### config.mk
export PLATFORM = sky130hd
export DESIGN_NAME = serial_clk_sel
export DESIGN_NICKNAME = d
export VERILOG_FILES = /design/src/rtl/sclk_pkg.sv /design/src/rtl/sclk_prescaler.sv /design/src/rtl/sclk_bit_div.sv /design/src/rtl/sclk_edge_sync.sv /design/src/rtl/serial_clk_sel.sv
export SDC_FILE = /design/constraint.sdc
export NUM_CORES = 1
export LEC_CHECK = 0
export ABC_AREA = 1
export BUFFER_PORTS_ARGS = -buffer_cell sky130_fd_sc_hd__buf_4
export CAP_MARGIN = 20
export CORE_MARGIN = 10
export CORE_UTILIZATION = 55
export CTS_CLUSTER_SIZE = 8
export DETAILED_ROUTE_END_ITERATION = 6
export PLACE_DENSITY_LB_ADDON = 0.25
export SLEW_MARGIN = 25
export SYNTH_ARGS = -nofsm -noshare
export SYNTH_HDL_FRONTEND = slang
export SYNTH_SLANG_ARGS = --single-unit
### constraint.sdc
create_clock -name clk -period 3.4 [get_ports clk]
set_input_delay 0.85 -clock clk [delete_from_list [all_inputs] [get_ports clk]]
set_output_delay 0.85 -clock clk [all_outputs]
set_load 0.01 [all_outputs]
### src/rtl/sclk_pkg.sv
// Shared types for the serial baud clock selector.
// Assumes: the source code is a 2-bit field whose encoding is fixed by software.
package sclk_pkg;

    typedef enum logic [1:0] {
        SRC_OSC16 = 2'b00,
        SRC_OSC8  = 2'b01,
        SRC_OSC4  = 2'b10,
        SRC_TMR   = 2'b11
    } src_sel_e;

endpackage

### src/rtl/sclk_prescaler.sv
// Source prescaler: turns the selected source into a one-cycle tick at the
// sampling rate. Oscillator sources count clk cycles gated by osc_en. The
// timer source halves the underflow strobe.
// Assumes: tmr_uflow is a single-cycle strobe in the clk domain; clr restarts
// both the counter and the halving flag.
module sclk_prescaler
    import sclk_pkg::*;
#(
    parameter int DIV_FAST = 4,
    parameter int DIV_MID  = 8,
    parameter int DIV_SLOW = 16
) (
    input  logic     clk,
    input  logic     rst_n,
    input  logic     clr,
    input  logic     osc_en,
    input  src_sel_e src,
    input  logic     uflow,
    output logic     tick
);

    localparam int CNT_W = (DIV_SLOW > 1) ? $clog2(DIV_SLOW) : 1;

    logic [CNT_W-1:0] cnt;
    logic [CNT_W-1:0] div_term;
    logic             half;

    // Terminal count for the selected oscillator division.
    always_comb begin
        case (src)
            SRC_OSC4: div_term = CNT_W'(DIV_FAST - 1);
            SRC_OSC8: div_term = CNT_W'(DIV_MID - 1);
            default:  div_term = CNT_W'(DIV_SLOW - 1);
        endcase
    end

    // Counter, halving flag and registered tick.
    always_ff @(posedge clk) begin
        if (!rst_n || clr) begin
            cnt  <= '0;
            half <= 1'b0;
            tick <= 1'b0;
        end else if (src == SRC_TMR) begin
            cnt <= '0;
            if (uflow) begin
                half <= !half;
                tick <= half;
            end else begin
                tick <= 1'b0;
            end
        end else begin
            half <= 1'b0;
            if (!osc_en) begin
                cnt  <= '0;
                tick <= 1'b0;
            end else if (cnt == div_term) begin
                cnt  <= '0;
                tick <= 1'b1;
            end else begin
                cnt  <= cnt + CNT_W'(1);
                tick <= 1'b0;
            end
        end
    end

    AST_CNT_IN_RANGE: assert property (@(posedge clk) disable iff (!rst_n)
        cnt <= div_term);

    AST_OSC_OFF_QUIET: assert property (@(posedge clk) disable iff (!rst_n)
        (src != SRC_TMR && !osc_en && !clr) |=> !tick);

    AST_TMR_FIRST_HALF: assert property (@(posedge clk) disable iff (!rst_n)
        (src == SRC_TMR && !clr && uflow && !half) |=> !tick);

endmodule

### src/rtl/sclk_bit_div.sv
// Bit divider: emits one bit enable in the cycle after every RATIO-th tick.
// Assumes: tick is a single-cycle pulse; clr restarts the count from zero.
module sclk_bit_div #(
    parameter int RATIO = 16
) (
    input  logic clk,
    input  logic rst_n,
    input  logic clr,
    input  logic tick,
    output logic bit_en
);

    localparam int CNT_W = (RATIO > 1) ? $clog2(RATIO) : 1;

    logic [CNT_W-1:0] cnt;

    // Count ticks and flag the last tick of each group.
    always_ff @(posedge clk) begin
        if (!rst_n || clr) begin
            cnt    <= '0;
            bit_en <= 1'b0;
        end else if (tick) begin
            if (cnt == CNT_W'(RATIO - 1)) begin
                cnt    <= '0;
                bit_en <= 1'b1;
            end else begin
                cnt    <= cnt + CNT_W'(1);
                bit_en <= 1'b0;
            end
        end else begin
            bit_en <= 1'b0;
        end
    end

    AST_BIT_SINGLE: assert property (@(posedge clk) disable iff (!rst_n)
        bit_en |=> !bit_en);

endmodule

### src/rtl/sclk_edge_sync.sv
// Edge synchroniser: brings an asynchronous pin into the clk domain through
// STAGES flops and flags each rising edge for one cycle.
// Assumes: the pin stays in each level for at least two clk cycles.
module sclk_edge_sync #(
    parameter int STAGES = 2
) (
    input  logic clk,
    input  logic rst_n,
    input  logic pin,
    output logic rise
);

    logic [STAGES:0] sh;

    // Shift the pin through the synchroniser and one history flop.
    always_ff @(posedge clk) begin
        if (!rst_n) begin
            sh <= '0;
        end else begin
            sh <= {sh[STAGES-1:0], pin};
        end
    end

    // Rising edge seen at the synchroniser output.
    always_comb begin
        rise = sh[STAGES-1] && !sh[STAGES];
    end

    AST_RISE_ONE_CYCLE: assert property (@(posedge clk) disable iff (!rst_n)
        rise |=> !rise);

endmodule

### src/rtl/serial_clk_sel.sv
// Serial baud clock source selector. It holds the 2-bit source register and
// drives the prescaler and the bit divider. In slave mode it swaps in the
// synchronised external clock edges.
// Assumes: everything is in the oscillator clock domain; a write of a
// different source code, or slave mode, restarts the divide chains.
module serial_clk_sel
    import sclk_pkg::*;
#(
    parameter int DIV_FAST    = 4,
    parameter int DIV_MID     = 8,
    parameter int DIV_SLOW    = 16,
    parameter int BIT_RATIO   = 16,
    parameter int SYNC_STAGES = 2
) (
    input  logic       clk,
    input  logic       rst_n,
    input  logic       osc_en,
    input  logic       sel_we,
    input  logic [1:0] sel_wdata,
    input  logic       slave_mode,
    input  logic       tmr_uflow,
    input  logic       ext_sclk,
    output logic       sample_en,
    output logic       bit_en
);

    src_sel_e sel_q;
    logic     chain_clr;
    logic     pre_tick;
    logic     div_bit;
    logic     ext_rise;

    // Source register, reset to the slowest oscillator division.
    always_ff @(posedge clk) begin
        if (!rst_n) begin
            sel_q <= SRC_OSC16;
        end else if (sel_we) begin
            sel_q <= src_sel_e'(sel_wdata);
        end
    end

    // Restart the chains on a real source change or while in slave mode.
    always_comb begin
        chain_clr = slave_mode || (sel_we && (sel_wdata != sel_q));
    end

    sclk_prescaler #(
        .DIV_FAST (DIV_FAST),
        .DIV_MID  (DIV_MID),
        .DIV_SLOW (DIV_SLOW)
    ) u_pre (
        .clk    (clk),
        .rst_n  (rst_n),
        .clr    (chain_clr),
        .osc_en (osc_en),
        .src    (sel_q),
        .uflow  (tmr_uflow),
        .tick   (pre_tick)
    );

    sclk_bit_div #(
        .RATIO (BIT_RATIO)
    ) u_bit (
        .clk    (clk),
        .rst_n  (rst_n),
        .clr    (chain_clr),
        .tick   (pre_tick),
        .bit_en (div_bit)
    );

    sclk_edge_sync #(
        .STAGES (SYNC_STAGES)
    ) u_sync (
        .clk   (clk),
        .rst_n (rst_n),
        .pin   (ext_sclk),
        .rise  (ext_rise)
    );

    // Output select: external edges in slave mode, divided chain otherwise.
    always_comb begin
        if (slave_mode) begin
            sample_en = ext_rise;
            bit_en    = ext_rise;
        end else begin
            sample_en = pre_tick;
            bit_en    = div_bit;
        end
    end

    AST_BIT_FOLLOWS_SAMPLE: assert property (@(posedge clk) disable iff (!rst_n)
        (!slave_mode && bit_en) |-> $past(sample_en));

    AST_SEL_CHANGE_RESTART: assert property (@(posedge clk) disable iff (!rst_n)
        (sel_we && (sel_wdata != sel_q) && !slave_mode)
            |=> (slave_mode || (!sample_en && !bit_en)));

endmodule

Word-level counts from Yosys, hierarchy flattened
Cells that the tools add are included.

Add/sub/neg operators: 2. Equality and inequality tests: 6. Multiplexer cells: 9. Bitwise logic cells: 3. Reduce and logical (&&, ||, !) cells: 10.

Operators with widths (count): $add A4 B1 Y4 const B (2); $pmux W4 S2 (1); $mux W1 (7); $eq A2 B2 Y1 const B (2); $eq A4 B4 Y1 (1); $eq A4 B4 Y1 const B (1); $mux W4 (1); $reduce_or A2 Y1 (2); $reduce_or A4 Y1 (1); $logic_not A1 Y1 (3); $not A1 Y1 (3); $eq A2 B1 Y1 const B (1); $logic_and A1 B1 Y1 (2); $logic_or A1 B1 Y1 (2); $ne A2 B2 Y1 (1).

Register bits after elaboration: 16. Bits of input ports: 9. Output and inout bits: 2. Word-level logic and storage cells: 37.

Depth between registers and ports, before layout
Gate-level depths: netlist of run 1.

Depth in word-level cells: 6. Depth in mapped cells: 9. Gate-level depth less buffers: 9.

Hierarchy
From an unflattened synthesis of run 1, not the netlist that was laid out.

Cell total of the unflattened synthesis: 97. Area, all modules: 716.9 sq um.

Modules (own cells, without submodules): sclk_prescaler (instances 1, cells an instance 36, area an instance 289.0 sq um, sequential area each 120.1 sq um); sclk_bit_div (instances 1, cells an instance 28, area an instance 210.2 sq um, sequential area each 100.1 sq um); serial_clk_sel (instances 1, cells an instance 22, area an instance 125.1 sq um, sequential area each 40.0 sq um); sclk_edge_sync (instances 1, cells an instance 11, area an instance 92.6 sq um, sequential area each 60.1 sq um).

Worst setup path before layout of run 1
No wires, ideal clock.

Kind: input -> output. Start: in slave_mode. End: out sample_en. Data arrival time: 1152 ps. Required time: 2550 ps. Setup slack: 1398 ps. Stages: 4. Path buffers: 0. Cell sequence: inv_1 > nor2_1 > nand2_1 > o21ai_0.

Word-level cells in the longest chain between the ends: 1.

RTL lines: start: declaration (RTL line serial_clk_sel.sv:20) `input logic slave_mode,`; $mux W1 (RTL line serial_clk_sel.sv:82) `if (slave_mode) begin`; end: declaration (RTL line serial_clk_sel.sv:23) `output logic sample_en,`.

Every way passes these cells.

Worst setup path in the final report of run 1
Same ends and word-level chain as after synthesis.

==> results.json, run 1 <==
{
  "place_congestion": 0.8044,
  "finalCritPeriodShare": 0.6594,
  "avgSynthCellArea_um2": 8.036,
  "setup_viol": 0,
  "viasPerCell": 4.936,
  "clock_skew_ns": 0.001572,
  "worstHoldStart": "u_sync.sh[0]",
  "cts_buffer_depth": 2,
  "cts_buffers": 3,
  "syn_area_um2": 779.5,
  "root_buffer": "clkbuf_4",
  "worst_slew_pin_slew_ns": 0.1793,
  "dr.first_iter.drc_count": 3,
  "max_freq_mhz": 446.0,
  "slew_viol_final": 0,
  "multi_input_area_um2": 391.6,
  "drive_gt1_frac": 0.2818,
  "grt_pass1_vias": 600,
  "clk_pin_slew_ns": 0.09,
  "cts-resized-gates": 0,
  "required_ns": 2.55,
  "crit_buf_inv": 3,
  "status": "completed",
  "fin_setup_tns_ns": 0,
  "hold_ws_ns": 0.4184,
  "postPlaceCellArea_um2": 873.3,
  "die_h_um": 57.65,
  "die_area_um2": 3323,
  "worstPathArrival_ns": 1.39,
  "design.core.area_um2": 1318,
  "holdBufCountCts": 0,
  "io-pin-count": 11,
  "worstReg2RegStart": "sel_q[0]",
  "power_density_nw_per_um2": 365.7,
  "period_minus_slack_ns": 2.242,
  "path_common_cell": "buf_4",
  "routed_wl_mm": 1.291,
  "ys_types": 20,
  "synth-seq-cells": 16,
  "place_ws_ns": 1.158,
  "clock_sinks": 16,
  "die_w_um": 57.65,
  "grt_setup_unrepaired": "no",
  "grtUsageTotal": 0.08915,
  "postSynthCellCount": 97,
  "vias": 617,
  "fin_util": 0.6800,
  "fin_ws_ns": 1.158,
  "ys_seq_area_frac": 0.4109,
  "crit_path_top_delay_cell": "buf_4",
  "rows": 13,
  "wl_per_cell_um": 10.33,
  "post_cts_buffers": 0,
  "antennaDiodeCount": 0,
  "grt_pass1_wl_mm": 2.346,
  "crit_path_end_kind": "primary output",
  "initial_core_util": 0.5916,
  "hold_path.class": "reg -> reg",
  "fin_cells": 125,
  "crit_family": "buffers and inverters",
  "antenna_found_initial": 0,
  "clk_latency_ns": 0.28,
  "nets": 125,
  "p_leak_nw": 0.4141,
  "cp-startpoint": "slave_mode",
  "grt_max_degree": 9,
  "syn-num-nets": 110,
  "ir_drop_v": 0.0002052,
  "seq_area_um2": 320.3,
  "yosysWarnings": 0,
  "drc": 0,
  "hold_viol_final": 0,
  "firstDrtPassIters": 2,
  "htree_num_levels": 1,
  "post-route-cell-area_um2": 895.9,
  "cts_tree": "built",
  "crit_fanout": 3,
  "syn2layout_area_growth_pct": 14.93,
  "slowest_delay_ns": 0.15,
  "slew_headroom": 0.8803,
  "grt.overflow.total": 0,
  "crit_type": "in -> out",
  "nFillCells": 118,
  "ant_nets": 0,
  "io_buffers": 10,
  "dp_cells": 122,
  "drv_cap": 0,
  "power_uw": 327.6,
  "crit_path_cell_trace": "buf_4, inv_1, nor2_1, nand2_1, o21ai_0, buf_4",
  "crit_path_start_kind": "input pin",
  "hpwl_mm": 1.064
}
registers in the layout, summed over array words and instances, names as in the netlist:
signal / count
u_pre.cnt: 4
sel_q: 2
u_bit.cnt: 4
u_bit.bit_en: 1
u_pre.tick: 1
u_sync.sh: 3
u_pre.half: 1
cell type report:
type,count,area share
clock buffer,3,0.02514
inverter,18,0.07542
multi-input combinational,63,0.4372
sequential,16,0.3575
tap,15,0.02095
timing repair buffer,10,0.08380
tightest hold or removal path, cell delays in order, from the launching register on:
cell and delay (ns):
dfxtp_1 0.30, nand2_1 0.05, inv_1 0.03
final timing paths:
check / cells past startpoint / to / slack [ns]
min: 2 / u_sync.sh[1] / 0.42
max: 6 / sample_en / 1.16
min reg2reg: 2 / u_sync.sh[1] / 0.42
max reg2reg: 9 / u_pre.cnt[3] / 2.08
logic make-up after synthesis:
kind of cell | synth area share
buffers and inverters | 0.08667
AO/OA/AOI/OAI | 0.1075
adder cells (fa/ha/maj) | 0.06421
XOR/XNOR | 0.03371
flip-flops | 0.4109
AND/OR/NAND/NOR | 0.2969
synth_stat cells:
master,n,area share
inv_2,1,0.0048
ha_1,4,0.064
o21ai_1,3,0.019
nor2_2,3,0.024
xnor2_1,2,0.022
nand3_1,5,0.032
nand3_2,1,0.013
o21ai_0,3,0.019
nor2_1,5,0.024
nand2_2,4,0.032
inv_1,16,0.077
a21oi_1,4,0.026
a21oi_4,1,0.021
a21oi_2,2,0.022
xor2_1,1,0.011
dfxtp_1,16,0.41
nor3_2,4,0.051
nand2_4,2,0.029
clkinv_1,1,0.0048
nand2_1,19,0.091
placed cells by master (no fill, tap or decap):
cell and n:
nor2_1 5, o21ai_1 3, a21oi_2 2, o21ai_0 3, dfxtp_1 16, buf_4 10, a21oi_1 4, a21oi_4 1
nand2_4 2, nand2_2 4, clkbuf_4 3, clkinv_1 1, nand3_2 1, inv_2 1, nand3_1 5, nand2_1 19
xor2_1 1, nor3_2 4, xnor2_1 2, ha_1 4, nor2_2 3, inv_1 16
layer usage:
metal | track usage | up-vias | share of wire
met2 | 0.1457 | 8 | 0.51
met4 | 0.07047 | 0 | 0.024
li1 | - | 328 | -
met3 | 0.03486 | 4 | 0.045
met1 | 0.08820 | 277 | 0.42
met5 | 0 | - | 0
where the power goes:
part | internal, mW | leakage (nW) | switching (mW) | total (mW)
logic | 0.0163 | 0.270 | 0.0209 | 0.0371
registers | 0.191 | 0.130 | 0.00280 | 0.194
clock network | 0.0411 | 0.0138 | 0.0558 | 0.0968
No activity file was read; power rests on OpenSTA's default activity.
==> run 2, diff against run 1 <==
--- a/config.mk
+++ b/config.mk
@@ -5,11 +5,11 @@
 export SDC_FILE = /design/constraint.sdc
 export NUM_CORES = 1
 export LEC_CHECK = 0
-export ABC_AREA = 1
+export ABC_AREA = 0
 export BUFFER_PORTS_ARGS = -buffer_cell sky130_fd_sc_hd__buf_4
 export CAP_MARGIN = 20
 export CORE_MARGIN = 10
-export CORE_UTILIZATION = 55
+export CORE_UTILIZATION = 53
 export CTS_CLUSTER_SIZE = 8
 export DETAILED_ROUTE_END_ITERATION = 6
 export PLACE_DENSITY_LB_ADDON = 0.25
==> constraint.sdc (replaced) <==
create_clock -name clk -period 2.3 [get_ports clk]
set_input_delay 0.575 -clock clk [delete_from_list [all_inputs] [get_ports clk]]
set_output_delay 0.575 -clock clk [all_outputs]
set_load 0.01 [all_outputs]
==> run 2 against run 1 <==
Clock-buffer cell count is the same; clock power grew 47%; sequential power grew 47%; final cell count shrank 18%; register-to-register slack lost 1.4 ns; global-route usage shrank 0.67 points; critical path depth shrank 3; sequential share of layout area grew 1.7 points; flip-flop and latch count is the same; critical path type is now reg -> out; critical endpoint unchanged.
==> results.json, run 2 <==
{
  "crit_path_start_kind": "register",
  "antenna_found_initial": 0,
  "worst_slew_pin_slew_ns": 0.5058,
  "crit_path_top_delay_cell": "dfxtp_1",
  "max_freq_mhz": 604.6,
  "synth_ff_type": "dfxtp_1",
  "worstPathArrival_ns": 1.08,
  "period_minus_slack_ns": 1.654,
  "fin_ws_ns": 0.6459,
  "synth_top_cell_by_area": "dfxtp_1",
  "synth.most_common_cell": "dfxtp_1",
  "slowest_delay_ns": 0.41,
  "grtUsageTotal": 0.08245,
  "synth-seq-cells": 16,
  "worstReg2RegStart": "sel_q[0]",
  "cts_buffer_depth": 2,
  "synthTopCellsByArea": "dfxtp_1 43%, ha_1 6.7%, xor2_1 5.9%",
  "whs_path_depth": 1,
  "hold_viol_final": 0,
  "synth_edf_count": 0,
  "timing.rr.end": "u_pre.cnt[3]",
  "clock_sinks": 16,
  "grt_max_degree": 12,
  "syn_area_um2": 745.7,
  "nets": 103,
  "crit_path_end_kind": "primary output",
  "combPwrFrac": 0.102,
  "nFillCells": 109,
  "io-pin-count": 11,
  "sequentialPowerShare": 0.600,
  "root_buffer": "clkbuf_4",
  "crit_family": "flip-flops",
  "yosysTopAreaCellShare": 0.4295,
  "finalCritPeriodShare": 0.7192,
  "die_w_um": 57.51,
  "place_ws_ns": 0.7044,
  "worstHoldStart": "u_sync.sh[0]",
  "setup_viol": 0,
  "rows": 13,
  "syn-num-nets": 89,
  "routed_wl_mm": 1.205,
  "ant_nets": 0,
  "initial_core_util": 0.5660,
  "cts_buffers": 3,
  "cell_internal_pwr_uw": 368.1,
  "clk_pin_slew_ns": 0.09,
  "hpwl_um": 944.5,
  "vias": 563,
  "viasPerCell": 5.466,
  "drive_gt1_frac": 0.1818,
  "die_h_um": 57.51,
  "synthTopCellsByCount": "16 x dfxtp_1, 7 x nand2_1, 5 x xor2_1",
  "wl_per_cell_um": 11.70,
  "required_ns": 1.73,
  "holdBufCountCts": 0,
  "ys_seq_area_frac": 0.4295,
  "async_reset_ff_frac": 0,
  "grt.overflow.total": 0,
  "mostFrequentLayoutCells": "16 x dfxtp_1, 11 x buf_4, 7 x nand2_1",
  "grt_pass1_wl_mm": 2.125,
  "power_density_nw_per_um2": 556.3,
  "clk_latency_ns": 0.28,
  "die_area_um2": 3307,
  "power_uw": 475.4,
  "drv_cap": 0,
  "reg2reg_depth": 5,
  "place_congestion": 0.7557,
  "antennaDiodeCount": 0,
  "post_cts_buffers": 0,
  "hold_path.class": "reg -> reg",
  "reg_top3": "u_bit.cnt (4), u_pre.cnt (4), u_sync.sh (3)",
  "mostFrequentLayoutCell": "dfxtp_1",
  "drc": 0,
  "fin_setup_tns_ns": 0,
  "swShare": 0.2257,
  "holdPathEnd": "u_sync.sh[1]",
  "seq_area_um2": 320.3,
  "dr.first_iter.drc_count": 3,
  "postSynthCellCount": 76,
  "cts_tree": "built",
  "syn2layout_area_growth_pct": 14.60,
  "reg2reg_slack_ns": 0.72,
  "yosysWarnings": 0,
  "grt_setup_unrepaired": "no",
  "htree_num_levels": 1,
  "crit_fanout": 5,
  "multi_input_area_um2": 399.1,
  "p_leak_nw": 0.3267,
  "crit_path_cell_trace": "inv_1, o21ai_0, buf_4",
  "firstDrtPassIters": 2,
  "design.core.area_um2": 1318,
  "crit_buf_inv": 2,
  "slew_viol_final": 0,
  "avgSynthCellArea_um2": 9.812,
  "clock_skew_ns": 0.003900,
  "grt_pass1_vias": 508,
  "hold_ws_ns": 0.4406,
  "ys_types": 27,
  "crit_type": "reg -> out",
  "io_buffers": 10,
  "cts-resized-gates": 0,
  "clkPwrFrac": 0.298,
  "p_switching_uw": 107.3,
  "slew_headroom": 0.6621,
  "status": "completed",
  "ir_drop_v": 0.0002740
}
run 2: cell count changes after synthesis, moves of 4 or more:
cell | previous run | this run
inv_1 | 16 | 3
nand2_1 | 19 | 7
nand2_2 | 4 | 0
nor2_1 | 5 | 0
nor2b_1 | 0 | 4
nor3_1 | 0 | 4
nor3_2 | 4 | 0
xor2_1 | 1 | 5
run 2: kinds of logic after synthesis:
| kind of cell | synth area share |
|---|---|
| AOI/OAI and AO/OA | 0.09395 |
| xor gates and xnor gates | 0.09396 |
| DFF | 0.4295 |
| buffers and inverters | 0.03523 |
| muxes | 0.04027 |
| adders and majority gates | 0.06712 |
| and+or+nand+nor | 0.2400 |
run 2: worst max path at each step:
stage                           from         to  slack, ns  depth (start not counted)
after floorplan           slave_mode     bit_en       0.87                          1
after global placement    slave_mode     bit_en       0.73                          4
after detailed placement  slave_mode     bit_en       0.70                          4
after CTS                 u_pre.tick  sample_en       0.63                          3
after global routing      u_pre.tick  sample_en       0.57                          3
final                     u_pre.tick  sample_en       0.65                          3
run 2: worst register-to-register path, stage by stage (launching register included):
cell and delay (ns):
dfxtp_1 0.40, inv_1 0.06, ha_1 0.30, xor2_1 0.15
nor3b_1 0.44, nor4b_1 0.10
run 2: power groups by stage:
stage	clock network, mW	registers (mW)	logic, mW
2_1_floorplan	0	0.291	0.0312
3_3_place_gp	0	0.292	0.0481
3_5_place_dp	0	0.292	0.0490
4_1_cts	0.148	0.285	0.0492
5_1_grt	0.159	0.286	0.0541
6_report	0.142	0.285	0.0484
run 2: layout make-up:
| type | instances | share of cell area |
|---|---|---|
| tap | 15 | 0.02196 |
| multi-input combinational | 55 | 0.4671 |
| inverter | 3 | 0.01318 |
| clock buffer | 3 | 0.02635 |
| timing repair buffer | 11 | 0.09663 |
| sequential | 16 | 0.3748 |
run 2: per-stage QoR:
stage          instance area (um^2)    util  std cells
6_report                      854.6  0.6486        103
3_5_place_dp                  832.0  0.6315        100
2_1_floorplan                 745.7       -         76
3_3_place_gp                  832.0  0.6315        100
5_1_grt                       854.6  0.6486        103
4_1_cts                       854.6  0.6486        103
run 2: routing by layer:
| metal | track usage | share of wire | vias to the layer above |
|---|---|---|---|
| met5 | 0 | 0 | - |
| met1 | 0.09091 | 0.47 | 257 |
| met2 | 0.1150 | 0.45 | 8 |
| met3 | 0.03982 | 0.047 | 4 |
| li1 | - | - | 294 |
| met4 | 0.07047 | 0.031 | 0 |
==> run 3, diff against run 2 <==
--- a/config.mk
+++ b/config.mk
@@ -9,7 +9,7 @@
 export BUFFER_PORTS_ARGS = -buffer_cell sky130_fd_sc_hd__buf_4
 export CAP_MARGIN = 20
 export CORE_MARGIN = 10
-export CORE_UTILIZATION = 53
+export CORE_UTILIZATION = 48
 export CTS_CLUSTER_SIZE = 8
 export DETAILED_ROUTE_END_ITERATION = 6
 export PLACE_DENSITY_LB_ADDON = 0.25
==> constraint.sdc (replaced) <==
create_clock -name clk -period 1.5 [get_ports clk]
set_input_delay 0.375 -clock clk [delete_from_list [all_inputs] [get_ports clk]]
set_output_delay 0.375 -clock clk [all_outputs]
set_load 0.01 [all_outputs]
==> run 3 against run 2 <==
Critical path depth rose by 2; combinational power increased by 68%; worst setup slack worse by 0.54 ns; non-clock buffer count increased by 1; design area is 4.4% higher; flip-flop and latch count is the same; total power increased by 68%; critical endpoint is now u_pre.cnt[3].
==> results.json, run 3 (synthesis results as in run 2) <==
{
  "status": "completed",
  "cts_buffer_depth": 2,
  "cp-startpoint": "sel_q[0]",
  "holdBufCountCts": 0,
  "clk_pin_slew_ns": 0.10,
  "slowest_delay_ns": 0.32,
  "crit_type": "reg -> reg",
  "worstReg2RegStart": "sel_q[0]",
  "cts_buffers": 3,
  "routed_wl_mm": 1.386,
  "worst_slew_pin_slew_ns": 0.4457,
  "design.core.area_um2": 1489,
  "slew_headroom": 0.7029,
  "fin_ws_ns": 0.1044,
  "io_buffers": 10,
  "setup_viol": 0,
  "hpwl_mm": 1.049,
  "die_area_um2": 3530,
  "mostFrequentLayoutCell": "dfxtp_1",
  "drc": 0,
  "power_density_nw_per_um2": 897.2,
  "grt_max_degree": 12,
  "power_uw": 800.4,
  "io-pin-count": 11,
  "multi_input_area_um2": 412.9,
  "timing.rr.end": "u_pre.cnt[3]",
  "drv_cap": 0,
  "syn2layout_area_growth_pct": 19.63,
  "required_ns": 1.69,
  "worstHoldStart": "ext_sclk",
  "p_leak_nw": 0.3412,
  "reg_top3": "u_bit.cnt (4), u_pre.cnt (4), u_sync.sh (3)",
  "clock_sinks": 16,
  "whs_path_depth": 2,
  "worstPathArrival_ns": 1.59,
  "root_buffer": "clkbuf_4",
  "grt_pass1_vias": 588,
  "rows": 14,
  "clk_latency_ns": 0.28,
  "nets": 104,
  "max_freq_mhz": 716.5,
  "ant_nets": 0,
  "reg2reg_slack_ns": 0.10,
  "grt.overflow.total": 0,
  "seq_area_um2": 321.6,
  "mostFrequentLayoutCells": "15 x dfxtp_1, 12 x buf_4, 7 x nand2_1",
  "hold_ws_ns": 0.2974,
  "crit_path_top_delay_cell": "dfxtp_1",
  "place_congestion": 0.7839,
  "htree_num_levels": 1,
  "period_minus_slack_ns": 1.396,
  "vias": 570,
  "crit_path_cell_trace": "buf_4, ha_1, nor2b_2, nor2b_1, nor4b_2",
  "antenna_found_initial": 0,
  "holdPathEnd": "u_sync.sh[0]",
  "cts_tree": "built",
  "antennaDiodeCount": 0,
  "die_h_um": 59.42,
  "hold_viol_final": 0,
  "crit_fanout": 5,
  "nFillCells": 121,
  "grt_pass1_wl_mm": 2.511,
  "ir_drop_v": 0.0004661,
  "firstDrtPassIters": 3,
  "viasPerCell": 5.377,
  "crit_path_end_kind": "register",
  "crit_path_start_kind": "register",
  "initial_core_util": 0.5008,
  "fin_setup_tns_ns": 0,
  "reg2reg_depth": 5,
  "place_ws_ns": 0.04426,
  "wl_per_cell_um": 13.08,
  "clock_skew_ns": 0.004833,
  "die_w_um": 59.42,
  "dr.first_iter.drc_count": 5,
  "dp_cells": 102,
  "finalCritPeriodShare": 0.9304,
  "grtUsageTotal": 0.08802,
  "drive_gt1_frac": 0.2444,
  "fin_cells": 106,
  "slew_viol_final": 0,
  "hold_path.class": "in -> reg"
}
## run 3: cell count changes in the layout (fill, tap and decap cells not counted)
cell,delta
nor2b_1,-1
dfxtp_1,-1
nor4b_1,-1
nor2b_2,+1
nor3b_2,+1
buf_4,+1
clkbuf_8,+1
o21ai_1,+1
nor3b_1,-1
dfxtp_2,+1
nor4b_2,+1
o21ai_0,-1
## run 3: critical path: cells and delay by family, from the launching register on
family,cells,cell delay [ns]
adder cells (fa/ha/maj),1,0.24
AND/OR/NAND/NOR,3,0.63
flip-flops,1,0.32
buffers and inverters,1,0.14
## run 3: power by group
group,switching [mW],internal [mW],total [mW]
clock,0.135,0.147,0.283
sequential,0.00439,0.432,0.437
combinational,0.0393,0.0419,0.0811
total,0.179,0.621,0.800
## run 3: metal layers
| metal | vias to the layer above | GRT usage | part of all wire |
|---|---|---|---|
| met2 | 5 | 0.1367 | 0.52 |
| met5 | - | 0 | 0 |
| met1 | 269 | 0.1071 | 0.44 |
| li1 | 294 | - | - |
| met4 | 0 | 0.03934 | 0.0065 |
| met3 | 2 | 0.02790 | 0.026 |
## run 3: timing repair
action                                  in CTS  in global routing
endpoints found under the hold margin        0                  0
endpoints found under the setup margin       0                  6
buffers inserted                             0                  0
resized for setup                            0                  5
## run 3: worst max-delay path by stage
stage,end,depth (start not counted),slack (ns)
6_report,u_pre.cnt[3],5,0.10
5_1_grt,u_pre.cnt[3],5,-0.04
4_1_cts,sample_en,3,0.02
3_5_place_dp,u_pre.cnt[1],4,0.04
3_3_place_gp,u_pre.cnt[3],5,0.07
2_1_floorplan,u_pre.cnt[3],5,0.11
## run 3: cell type report
type,count,area share
repair buffers,12,0.1010
inverters,3,0.01262
clock buffers,4,0.04067
flip-flops and latches,16,0.3604
multi-input cells,55,0.4628
well taps,16,0.02244
## run 3: metrics by stage
stage,utilization,instance area (um^2)
CTS,0.5891,877.1
floorplan,-,745.7
finish,0.5992,892.1
global placement,0.5647,840.8
detailed placement,0.5647,840.8
global route,0.5992,892.1
